### config.mk
export PLATFORM = sky130hd
export DESIGN_NAME = xs3_decimal_adder
export DESIGN_NICKNAME = d
export VERILOG_FILES = /design/src/rtl/xs3_pkg.sv /design/src/rtl/xs3_nibble_add.sv /design/src/rtl/xs3_code_check.sv /design/src/rtl/xs3_digit_cell.sv /design/src/rtl/xs3_decimal_adder.sv
export SDC_FILE = /design/constraint.sdc
export NUM_CORES = 1
export LEC_CHECK = 0
export BUFFER_PORTS_ARGS = -buffer_cell sky130_fd_sc_hd__buf_4
export CAP_MARGIN = 15
export CORE_AREA = 2 2 57 69
export DETAILED_ROUTE_END_ITERATION = 10
export DIE_AREA = 0 0 59 71
export PLACE_DENSITY = 0.88
export SLEW_MARGIN = 40
export SYNTH_ARGS = -nofsm -noshare
export SYNTH_HDL_FRONTEND = slang
export SYNTH_HIERARCHICAL = 1
export SYNTH_SLANG_ARGS = --single-unit
### constraint.sdc
create_clock -name clk -period 12.3 [get_ports clk]
set_input_delay 0.615 -clock clk [delete_from_list [all_inputs] [get_ports clk]]
set_output_delay 0.615 -clock clk [all_outputs]
set_load 0.1 [all_outputs]
### src/rtl/xs3_pkg.sv
package xs3_pkg;
  localparam int          DIGIT_W    = 4;
  localparam logic [3:0]  XS3_BIAS   = 4'b0011;  // +3, also the code of zero
  localparam logic [3:0]  XS3_UNBIAS = 4'b1101;  // -3 modulo 16
  localparam logic [3:0]  XS3_LO     = 4'd3;
  localparam logic [3:0]  XS3_HI     = 4'd12;

  function automatic logic xs3_ok(input logic [3:0] d);
    return (d >= XS3_LO) && (d <= XS3_HI);
  endfunction
endpackage

### src/rtl/xs3_nibble_add.sv
module xs3_nibble_add #(
  parameter int W         = 4,
  parameter bit LOOKAHEAD = 1'b1
) (
  input  logic [W-1:0] a,
  input  logic [W-1:0] b,
  input  logic         cin,
  output logic [W-1:0] sum,
  output logic         cout
);
  logic [W-1:0] gen;
  logic [W-1:0] prop;
  logic [W:0]   c;

  assign gen  = a & b;
  assign prop = a | b;

  generate
    if (LOOKAHEAD) begin : g_cla
      // every carry is formed straight from gen/prop/cin, not from its neighbour
      always_comb begin
        logic run;
        c[0] = cin;
        for (int i = 1; i <= W; i++) begin
          run = cin;
          for (int j = 0; j < i; j++) run = gen[j] | (prop[j] & run);
          c[i] = run;
        end
      end
    end else begin : g_ripple
      assign c[0] = cin;
      for (genvar i = 0; i < W; i++) begin : g_bit
        assign c[i+1] = gen[i] | (prop[i] & c[i]);
      end
    end
  endgenerate

  assign sum  = a ^ b ^ c[W-1:0];
  assign cout = c[W];
endmodule

### src/rtl/xs3_code_check.sv
module xs3_code_check #(
  parameter int DIGITS = 4,
  localparam int W     = 4 * DIGITS
) (
  input  logic [W-1:0]      digits,
  output logic [DIGITS-1:0] bad
);
  import xs3_pkg::*;
  generate
    for (genvar i = 0; i < DIGITS; i++) begin : g_dig
      assign bad[i] = ~xs3_ok(digits[DIGIT_W*i +: DIGIT_W]);
    end
  endgenerate
endmodule

### src/rtl/xs3_digit_cell.sv
module xs3_digit_cell #(
  parameter bit LOOKAHEAD = 1'b1
) (
  input  logic [3:0] a,
  input  logic [3:0] b,
  input  logic       cin,
  output logic [3:0] digit,
  output logic       j
);
  import xs3_pkg::*;

  logic [3:0] raw;
  logic       raw_co;
  logic [3:0] corr;
  logic       fix_co;
  logic       in_ok;

  xs3_nibble_add #(.W(4), .LOOKAHEAD(LOOKAHEAD)) u_raw (
    .a(a), .b(b), .cin(cin), .sum(raw), .cout(raw_co)
  );

  // a carried digit left the bias at +6-16+... so add 3; otherwise remove 3
  assign corr = raw_co ? XS3_BIAS : XS3_UNBIAS;

  xs3_nibble_add #(.W(4), .LOOKAHEAD(LOOKAHEAD)) u_fix (
    .a(raw), .b(corr), .cin(1'b0), .sum(digit), .cout(fix_co)
  );

  assign j     = raw_co;
  assign in_ok = xs3_ok(a) && xs3_ok(b);

  always_comb begin
    if (in_ok) begin

      digit_value_chk: assert (int'(a) + int'(b) + int'(cin) - 6 ==
                               int'(digit) - 3 + (j ? 10 : 0));

      digit_range_chk: assert (xs3_ok(digit));
      // correction carry is always the opposite of the decimal carry
      fix_carry_chk: assert (fix_co == ~j);
    end
  end
endmodule

### src/rtl/xs3_decimal_adder.sv
module xs3_decimal_adder #(
  parameter int DIGITS    = 4,
  parameter bit LOOKAHEAD = 1'b1,
  localparam int W        = 4 * DIGITS
) (
  input  logic         clk,
  input  logic         rst,
  input  logic [W-1:0] op_a,
  input  logic [W-1:0] op_b,
  input  logic         carry_in,
  output logic [W-1:0] sum_q,
  output logic         carry_q,
  output logic         code_err_q
);
  import xs3_pkg::*;

  logic [DIGITS:0]   dcarry;
  logic [W-1:0]      sum_d;
  logic [DIGITS-1:0] bad_a;
  logic [DIGITS-1:0] bad_b;
  logic              err_d;

  assign dcarry[0] = carry_in;

  generate
    for (genvar i = 0; i < DIGITS; i++) begin : g_cell
      xs3_digit_cell #(.LOOKAHEAD(LOOKAHEAD)) u_cell (
        .a    (op_a[DIGIT_W*i +: DIGIT_W]),
        .b    (op_b[DIGIT_W*i +: DIGIT_W]),
        .cin  (dcarry[i]),
        .digit(sum_d[DIGIT_W*i +: DIGIT_W]),
        .j    (dcarry[i+1])
      );
    end
  endgenerate

  xs3_code_check #(.DIGITS(DIGITS)) u_chk_a (.digits(op_a), .bad(bad_a));
  xs3_code_check #(.DIGITS(DIGITS)) u_chk_b (.digits(op_b), .bad(bad_b));

  assign err_d = |(bad_a | bad_b);

  always_ff @(posedge clk) begin
    if (rst) begin
      sum_q      <= {DIGITS{XS3_BIAS}};
      carry_q    <= 1'b0;
      code_err_q <= 1'b0;
    end else begin
      sum_q      <= sum_d;
      carry_q    <= dcarry[DIGITS];
      code_err_q <= err_d;
    end
  end

  function automatic logic all_legal(input logic [W-1:0] v);
    logic ok;
    ok = 1'b1;
    for (int i = 0; i < DIGITS; i++) ok = ok & xs3_ok(v[DIGIT_W*i +: DIGIT_W]);
    return ok;
  endfunction


  out_legal_chk: assert property (@(posedge clk) disable iff (rst)
    (!$past(rst) && !code_err_q) |-> all_legal(sum_q));


  hold_stable_chk: assert property (@(posedge clk) disable iff (rst)
    (!$past(rst) && $stable(op_a) && $stable(op_b) && $stable(carry_in))
      |=> ($stable(sum_q) && $stable(carry_q)));

  generate
    for (genvar i = 0; i < DIGITS; i++) begin : g_errchk

      bad_code_chk: assert property (@(posedge clk) disable iff (rst)
        (!xs3_ok(op_a[DIGIT_W*i +: DIGIT_W]) || !xs3_ok(op_b[DIGIT_W*i +: DIGIT_W]))
          |=> code_err_q);
    end
  endgenerate
endmodule

== Word level (Yosys, flattened, before mapping) ==
Cells that the tools add are included.

* Reduce and logical (&&, ||, !) cells: 9
* Mux-type cells: 4
* Bitwise gates (word level): 89
* $lt $le $gt $ge: 16

{| class="wikitable"
|+ Operators with widths
! kind !! number
|-
| $xor 4x4->4 || 16
|-
| $ge 4x2->1 const B || 8
|-
| $le 4x4->1 const B || 8
|-
| $and 1x1->1 || 24
|-
| $or 1x1->1 || 24
|-
| $or 4x4->4 || 5
|-
| $and 4x4->4 || 4
|-
| $mux 4 || 4
|-
| $and 3x3->3 || 4
|-
| $or 3x3->3 || 4
|-
| $logic_and 1x1->1 || 8
|-
| $not 1->1 || 8
|-
| $reduce_or 4->1 || 1
|}

* Register bits after elaboration: 18
* Word-level logic and storage cells: 121

== Longest topological paths before layout ==
Gate-level depths: netlist (run 1).

* Depth after elaboration: 40
* Depth in mapped cells: 30
* Mapped depth without buffers: 30

== Hierarchy ==
The synthesis (run 1) kept the hierarchy.

{| class="wikitable"
|+ By module, submodules not included
! module !! area an instance (µm²) !! seq. area each (µm²) !! cells each !! times used
|-
| xs3_nibble_add || 132.6 || 0.0 || 18 || 8
|-
| xs3_decimal_adder || 505.5 || 360.3 || 39 || 1
|-
| xs3_code_check || 80.1 || 0.0 || 12 || 2
|-
| xs3_digit_cell || 11.3 || 0.0 || 3 || 4
|}

== Worst setup path after synthesis (run 1) ==
OpenSTA, ideal clock, no wires.

* Path kind: input to register
* Start point: input op_a[0]
* End point: register sum_q[15]
* Cell stages on the path: 30
* Slack: 3.615 ns
* Buffers on the path: 0
* Arrival time: 8.570 ns
* Cell sequence: inv_1 > fa_1 > fa_1 > fa_1 > fa_1 > inv_1 > inv_1 > fa_1 > fa_1 > fa_1 > fa_1 > inv_1 > inv_1 > fa_1 > fa_1 > fa_1 > fa_1 > inv_1 > inv_1 > fa_1 > fa_1 > fa_1 > fa_1 > inv_1 > inv_1 > fa_1 > fa_1 > fa_1 > inv_1 > and2b_1

* Word-level cells in the longest chain between the ends: 40
* Elaborated cells on any way between the ends: 44
* Classes of those cells: mux: 1; bitwise: 43

{| class="wikitable"
|+ RTL lines
! element !! RTL line !! source
|-
| from (decl) || xs3_decimal_adder.sv:8 || <nowiki>input logic [W-1:0] op_a,</nowiki>
|-
| $or 4x4->4 || xs3_nibble_add.sv:16 || <nowiki>assign prop = a | b;</nowiki>
|-
| $and 1x1->1 || xs3_nibble_add.sv:26 || <nowiki>for (int j = 0; j < i; j++) run = gen[j] | (prop[j] & run);</nowiki>
|-
| $or 1x1->1 (*) || xs3_nibble_add.sv:26 ||
|-
| $and 1x1->1 (*) || xs3_nibble_add.sv:26 ||
|-
| $or 1x1->1 (*) || xs3_nibble_add.sv:26 ||
|-
| $and 1x1->1 (*) || xs3_nibble_add.sv:26 ||
|-
| $or 1x1->1 (*) || xs3_nibble_add.sv:26 ||
|-
| $and 1x1->1 (*) || xs3_nibble_add.sv:26 ||
|-
| [... 1 more ...] || n/a ||
|-
| net dcarry[1] || xs3_decimal_adder.sv:17 || <nowiki>logic [DIGITS:0] dcarry;</nowiki>
|-
| [... 8 more ...] || n/a ||
|-
| net dcarry[2] || xs3_decimal_adder.sv:17 ||
|-
| [... 8 more ...] || n/a ||
|-
| net dcarry[3] || xs3_decimal_adder.sv:17 ||
|-
| [... 8 more ...] || n/a ||
|-
| net dcarry[4] || xs3_decimal_adder.sv:17 ||
|-
| $mux 4 (*) || xs3_digit_cell.sv:23 || <nowiki>assign corr = raw_co ? XS3_BIAS : XS3_UNBIAS;</nowiki>
|-
| $or 3x3->3 || xs3_nibble_add.sv:16 ||
|-
| $and 1x1->1 || n/a ||
|-
| $or 1x1->1 || n/a ||
|-
| $and 1x1->1 || n/a ||
|-
| $or 1x1->1 || n/a ||
|-
| $xor 4x4->4 (*) || xs3_nibble_add.sv:38 || <nowiki>assign sum = a ^ b ^ c[W-1:0];</nowiki>
|-
| net sum_d[15] || xs3_decimal_adder.sv:18 || <nowiki>logic [W-1:0] sum_d;</nowiki>
|-
| to (signal assigned) || xs3_decimal_adder.sv:44 || <nowiki>sum_q <= {DIGITS{XS3_BIAS}};</nowiki>
|-
| to (signal assigned) || xs3_decimal_adder.sv:48 || <nowiki>sum_q <= sum_d;</nowiki>
|-
| to (decl) || xs3_decimal_adder.sv:11 || <nowiki>output logic [W-1:0] sum_q,</nowiki>
|}

The timed path passes the listed nets; every way through them passes the cells marked *.
A chain may end at the register's enable or synchronous reset.

== Worst setup path after layout (run 1) ==
Same ends and word-level chain as after synthesis.

==> impl_metrics.tcl, run 1 <==
set metrics [dict create \
    status "completed" \
    cts_root_buffer "clkbuf_8" \
    min_period_ns 8.961 \
    netlist_area_sq_um 1757 \
    routedWlPerCell_um 8.494 \
    dp_slack_ns 3.115 \
    required_ns 12.44 \
    nNetsFinal 338 \
    combPwrFrac_pct 65.2 \
    internal_power_uw 152.7 \
    final_antenna_net_count 0 \
    core_area_sq_um 3543 \
    dp_cells 305 \
    gp_congestion 0.7617 \
    syn_to_final_growth_pct 26.71 \
    final_core_utilization_pct 62.82 \
    p_sw_share_pct 53.16 \
    ir_drop_v 0.00004971 \
    finalWirelength_mm 2.616 \
    drtPass1Iterations 4 \
    min-delay-start "rst" \
    drc_errors 0 \
    setup-violations-final 0 \
    cp_max_fo 3 \
    critPathMostFrequentCell "fa_1" \
    numCtsBuffers 3 \
    yosysWarnings 6 \
    grt_util_all_layers_pct 15.22 \
    fin_crit_sh_pct 72.85 \
    avgSynthCellArea_sq_um 8.171 \
    instances_no_fill 308 \
    worstHoldPathType "primary input to flop" \
    grt_pass1_vias 1288 \
    drt_iter0_markers 15 \
    die_x_um 59 \
    fmax_mhz 111.6 \
    gr-total-overflow 0 \
    seq_power_share_pct 23.3 \
    clock_path_buffers 2 \
    dp.final_hpwl_mm 2.450 \
    final_common_cell "inv_1" \
    antennaDiodeCount 0 \
    grt_setup_unrepaired "false" \
    p_leak_nw 1.414 \
    maxCapViolCount 0 \
    crit_start "op_a[0]" \
    layout_setup_ws_ns 3.339 \
    tns_ns 0 \
    vias_per_cell 4.062 \
    fillers 320 \
    drv_slew 0 \
    syn_nets 282 \
    timing.hold.ws_ns 0.6417 \
    critPathKind "primary input to flop" \
    cts_setup_buffers 0 \
    hold_buffers 0 \
    cts_sinks 18 \
    cts-htree-levels 1 \
    start_util_pct 49.58 \
    tritoncts "built" \
    grt_first_pass_wirelength_mm 5.002 \
    crit_slowest_cell "fa_1" \
    rows 24 \
    cp.arrival_ns 9.10 \
    port_buffers 52 \
    num_io_pins 53 \
    clk_pin_slew_worst_paths_ns 0.06 \
    die-area_sq_um 4189 \
    hold_viol_final 0 \
    die_h_um 71 \
    grt_max_degree 19 \
    drive_gt1_share_pct 20.45 \
    slowest_delay_ns 0.49 \
    antenna_found_initial 0 \
    synthCells 215 \
    cts_resized 0 \
    clkPwrFrac_pct 11.5 \
    p_per_area_nw_per_um2 146.5 \
    p_switching_uw 173.3 \
    start_kind "primary input" \
    final_cell_mix "112 x inv_1, 52 x buf_4, 32 x fa_1" \
    num_vias 1251 \
    cp-end-kind "flop" \
]
[power by group through the flow]
stage,combinational (mW),clock [mW],sequential (mW)
floorplan,0.0631,0,0.183
global placement,0.210,0,0.0773
detailed placement,0.215,0,0.0774
CTS,0.215,0.0387,0.0761
global route,0.235,0.0404,0.0771
finish,0.213,0.0374,0.0760
[worst max-delay path: cells and delay by family]
family        cells  cell delay, ns
buf+inv          11            0.85
simple gates      1            0.13
fa+ha+maj        19            7.51
[worst paths after layout]
| kind | endpoint | slack, ns | cells past startpoint |
|---|---|---|---|
| setup / recovery | sum_q[15]$_SDFF_PP0_ | 3.34 | 31 |
| hold / removal | sum_q[11]$_SDFF_PP0_ | 0.64 | 2 |
[routing by layer]
metal,GRT usage (%),wire length [um],vias to the layer above
met4,6.818,59,0
met1,17.93,1091,552
met5,0,0,-
li1,-,-,658
met3,0.7313,97,5
met2,27.78,1367,36
[flip-flops by register name, indices dropped and copies added (netlist names)]
name and flops:
sum_q 16, carry_q 1, code_err_q 1
[area by class of cell]
class                           instances  area, sq um  share of cell area [%]
Sequential cell                        18        360.3                   16.19
Timing Repair Buffer                   52        390.4                   17.54
Inverter                              112        420.4                   18.89
Clock buffer                            3        41.29                   1.855
Tap cell                               39        48.80                   2.192
Multi-Input combinational cell         84        964.7                   43.34
[through the flow]
step | power, mW | cell area, sq um
after global routing | 0.3521 | 2226
after detailed placement | 0.2924 | 2185
after global placement | 0.2875 | 2185
final | 0.3260 | 2226
after CTS | 0.3299 | 2226
after floorplan | 0.2456 | 1757
No activity file was read; power rests on OpenSTA's default activity.
==> run 2, diff against run 1 <==
Settings changed: CORE_AREA 2 2 57 69 to 2 2 60 73, DIE_AREA 0 0 59 71 to 0 0 62 75, PLACE_DENSITY 0.88 to 0.84.
Clock period 12.3 ns to 8.2 ns, I/O delays scaled along.
==> run 2 against run 1 <==
Compared with the run above: global-route usage shrank 1.1 points; combinational power up 55%; worst hold slack got worse by 0.21 ns; setup slack got worse by 3.1 ns; non-clock buffer count increased by 5; largest power group unchanged.
==> impl_metrics.tcl, run 2 (synthesized netlist as in run 1, its figures left out) <==
set metrics [dict create \
    largest_reg_flops 16 \
    cts-htree-levels 1 \
    hold_viol_final 0 \
    min-delay-start "rst" \
    fillers 345 \
    fin_crit_sh_pct 96.67 \
    min_period_ns 7.927 \
    cp-end-kind "flop" \
    p_leak_nw 1.429 \
    core_area_sq_um 3910 \
    required_ns 8.35 \
    gp_congestion 0.8113 \
    ir_drop_v 0.00006665 \
    critPathMostFrequentCell "fa_2" \
    grt_pass1_vias 1282 \
    grt_util_all_layers_pct 14.13 \
    numCtsBuffers 3 \
    slowest_delay_ns 0.49 \
    grt_first_pass_wirelength_mm 4.892 \
    start_kind "primary input" \
    drt_iter0_markers 14 \
    drc_errors 0 \
    finalWirelength_mm 2.786 \
    num_io_pins 53 \
    drtPass1Iterations 4 \
    status "completed" \
    drive_gt1_share_pct 29.09 \
    clk_pin_slew_worst_paths_ns 0.06 \
    cp.arrival_ns 8.07 \
    setup-violations-final 0 \
    maxCapViolCount 0 \
    grt_setup_unrepaired "false" \
    worstHoldPathType "primary input to flop" \
    reg_top3 "sum_q: 16 flops, carry_q: 1 flops, code_err_q: 1 flops" \
    vias_per_cell 3.939 \
    whs_path_depth 2 \
    nNetsFinal 343 \
    p_per_area_nw_per_um2 218.7 \
    syn_to_final_growth_pct 33.12 \
    critPathKind "primary input to flop" \
    gr-total-overflow 0 \
    holdPathEnd "sum_q[11]$_SDFF_PP0_" \
    final_cell_mix "110 x inv_1, 57 x buf_4, 18 x dfxtp_1" \
    clock_path_buffers 2 \
    rows 25 \
    cp_max_fo 3 \
    final_common_cell "inv_1" \
    cts_root_buffer "clkbuf_8" \
    drv_slew 0 \
    final_core_utilization_pct 59.81 \
    regMostFlops "sum_q" \
    port_buffers 52 \
    die_x_um 62 \
    grt_max_degree 19 \
    final_antenna_net_count 0 \
    cts_setup_buffers 0 \
    start_util_pct 44.93 \
    routedWlPerCell_um 8.468 \
    cts_sinks 18 \
    die-area_sq_um 4650 \
    dp.final_hpwl_mm 2.562 \
    num_vias 1296 \
    timing.hold.ws_ns 0.4323 \
    antennaDiodeCount 0 \
    crit_slowest_cell "fa_1" \
    die_h_um 75 \
    tritoncts "built" \
    antenna_found_initial 0 \
    fmax_mhz 126.1 \
]
==> run 2: changes by cell type in the layout (fill, tap and decap cells not counted) <==
cell,delta
fa_1,-17
fa_2,+17
inv_2,+2
inv_1,-2
clkbuf_8,+1
buf_4,+5
==> run 2: timing repair <==
item / CTS / global route
endpoints found under the setup margin: 1 / 1
pin swaps: 0 / 4
hold buffers: 0 / 0
gates resized for setup: 3 / 8
==> run 2: worst max path at each step <==
| stage | from | end | slack (ns) | depth (start not counted) |
|---|---|---|---|---|
| final | op_a[0] | sum_q[15]$_SDFF_PP0_ | 0.27 | 31 |
| after global routing | op_a[0] | sum_q[15]$_SDFF_PP0_ | 0.007 | 31 |
| after CTS | op_a[0] | sum_q[15]$_SDFF_PP0_ | 0.004 | 31 |
| after detailed placement | op_a[0] | sum_q[15]$_SDFF_PP0_ | -0.37 | 31 |
| after global placement | op_a[0] | sum_q[15]$_SDFF_PP0_ | -0.18 | 31 |
| after floorplan | op_a[0] | sum_q[15]$_SDFF_PP0_ | 0.03 | 30 |
==> run 2: through the flow <==
stage / setup slack [ns] / setup TNS [ns] / instances / cell area, sq um / power [mW]
6_report: 0.2728 / 0 / 329 / 2338 / 0.5115
5_1_grt: 0.007382 / 0 / 329 / 2338 / 0.5526
4_1_cts: 0.003543 / 0 / 329 / 2321 / 0.5142
3_5_place_dp: -0.3698 / -0.3698 / 325 / 2261 / 0.4455
3_3_place_gp: -0.1788 / -0.1788 / 325 / 2261 / 0.4353
2_1_floorplan: 0.03314 / 0 / 215 / 1777 / 0.3696
==> run 2: power breakdown <==
| part | switching, mW | internal, mW |
|---|---|---|
| Sequential | 0.00469 | 0.109 |
| Combinational | 0.236 | 0.0939 |
| Clock | 0.0250 | 0.0425 |
==> run 2: layer usage <==
layer	vias to the layer above	GRT usage [%]	part of all wire, %
met5	-	0	0
met4	0	6.383	2.3
met3	5	0.5155	3.7
met2	32	26.39	55
met1	590	16.13	39
li1	669	-	-
==> run 2: final cells by class <==
cell class	instances	area, sq um	area share, %
repair buffers	57	427.9	18.30
multi-input cells	84	1007	43.07
clock buffers	4	55.05	2.354
inverters	112	420.4	17.98
well taps	54	67.56	2.889
flip-flops and latches	18	360.3	15.41
==> run 2: critical path, delay by kind of cell <==
family	cells	cell delay, ns
and+or+nand+nor	1	0.14
buffers and inverters	11	0.67
adders and majority gates	19	6.84
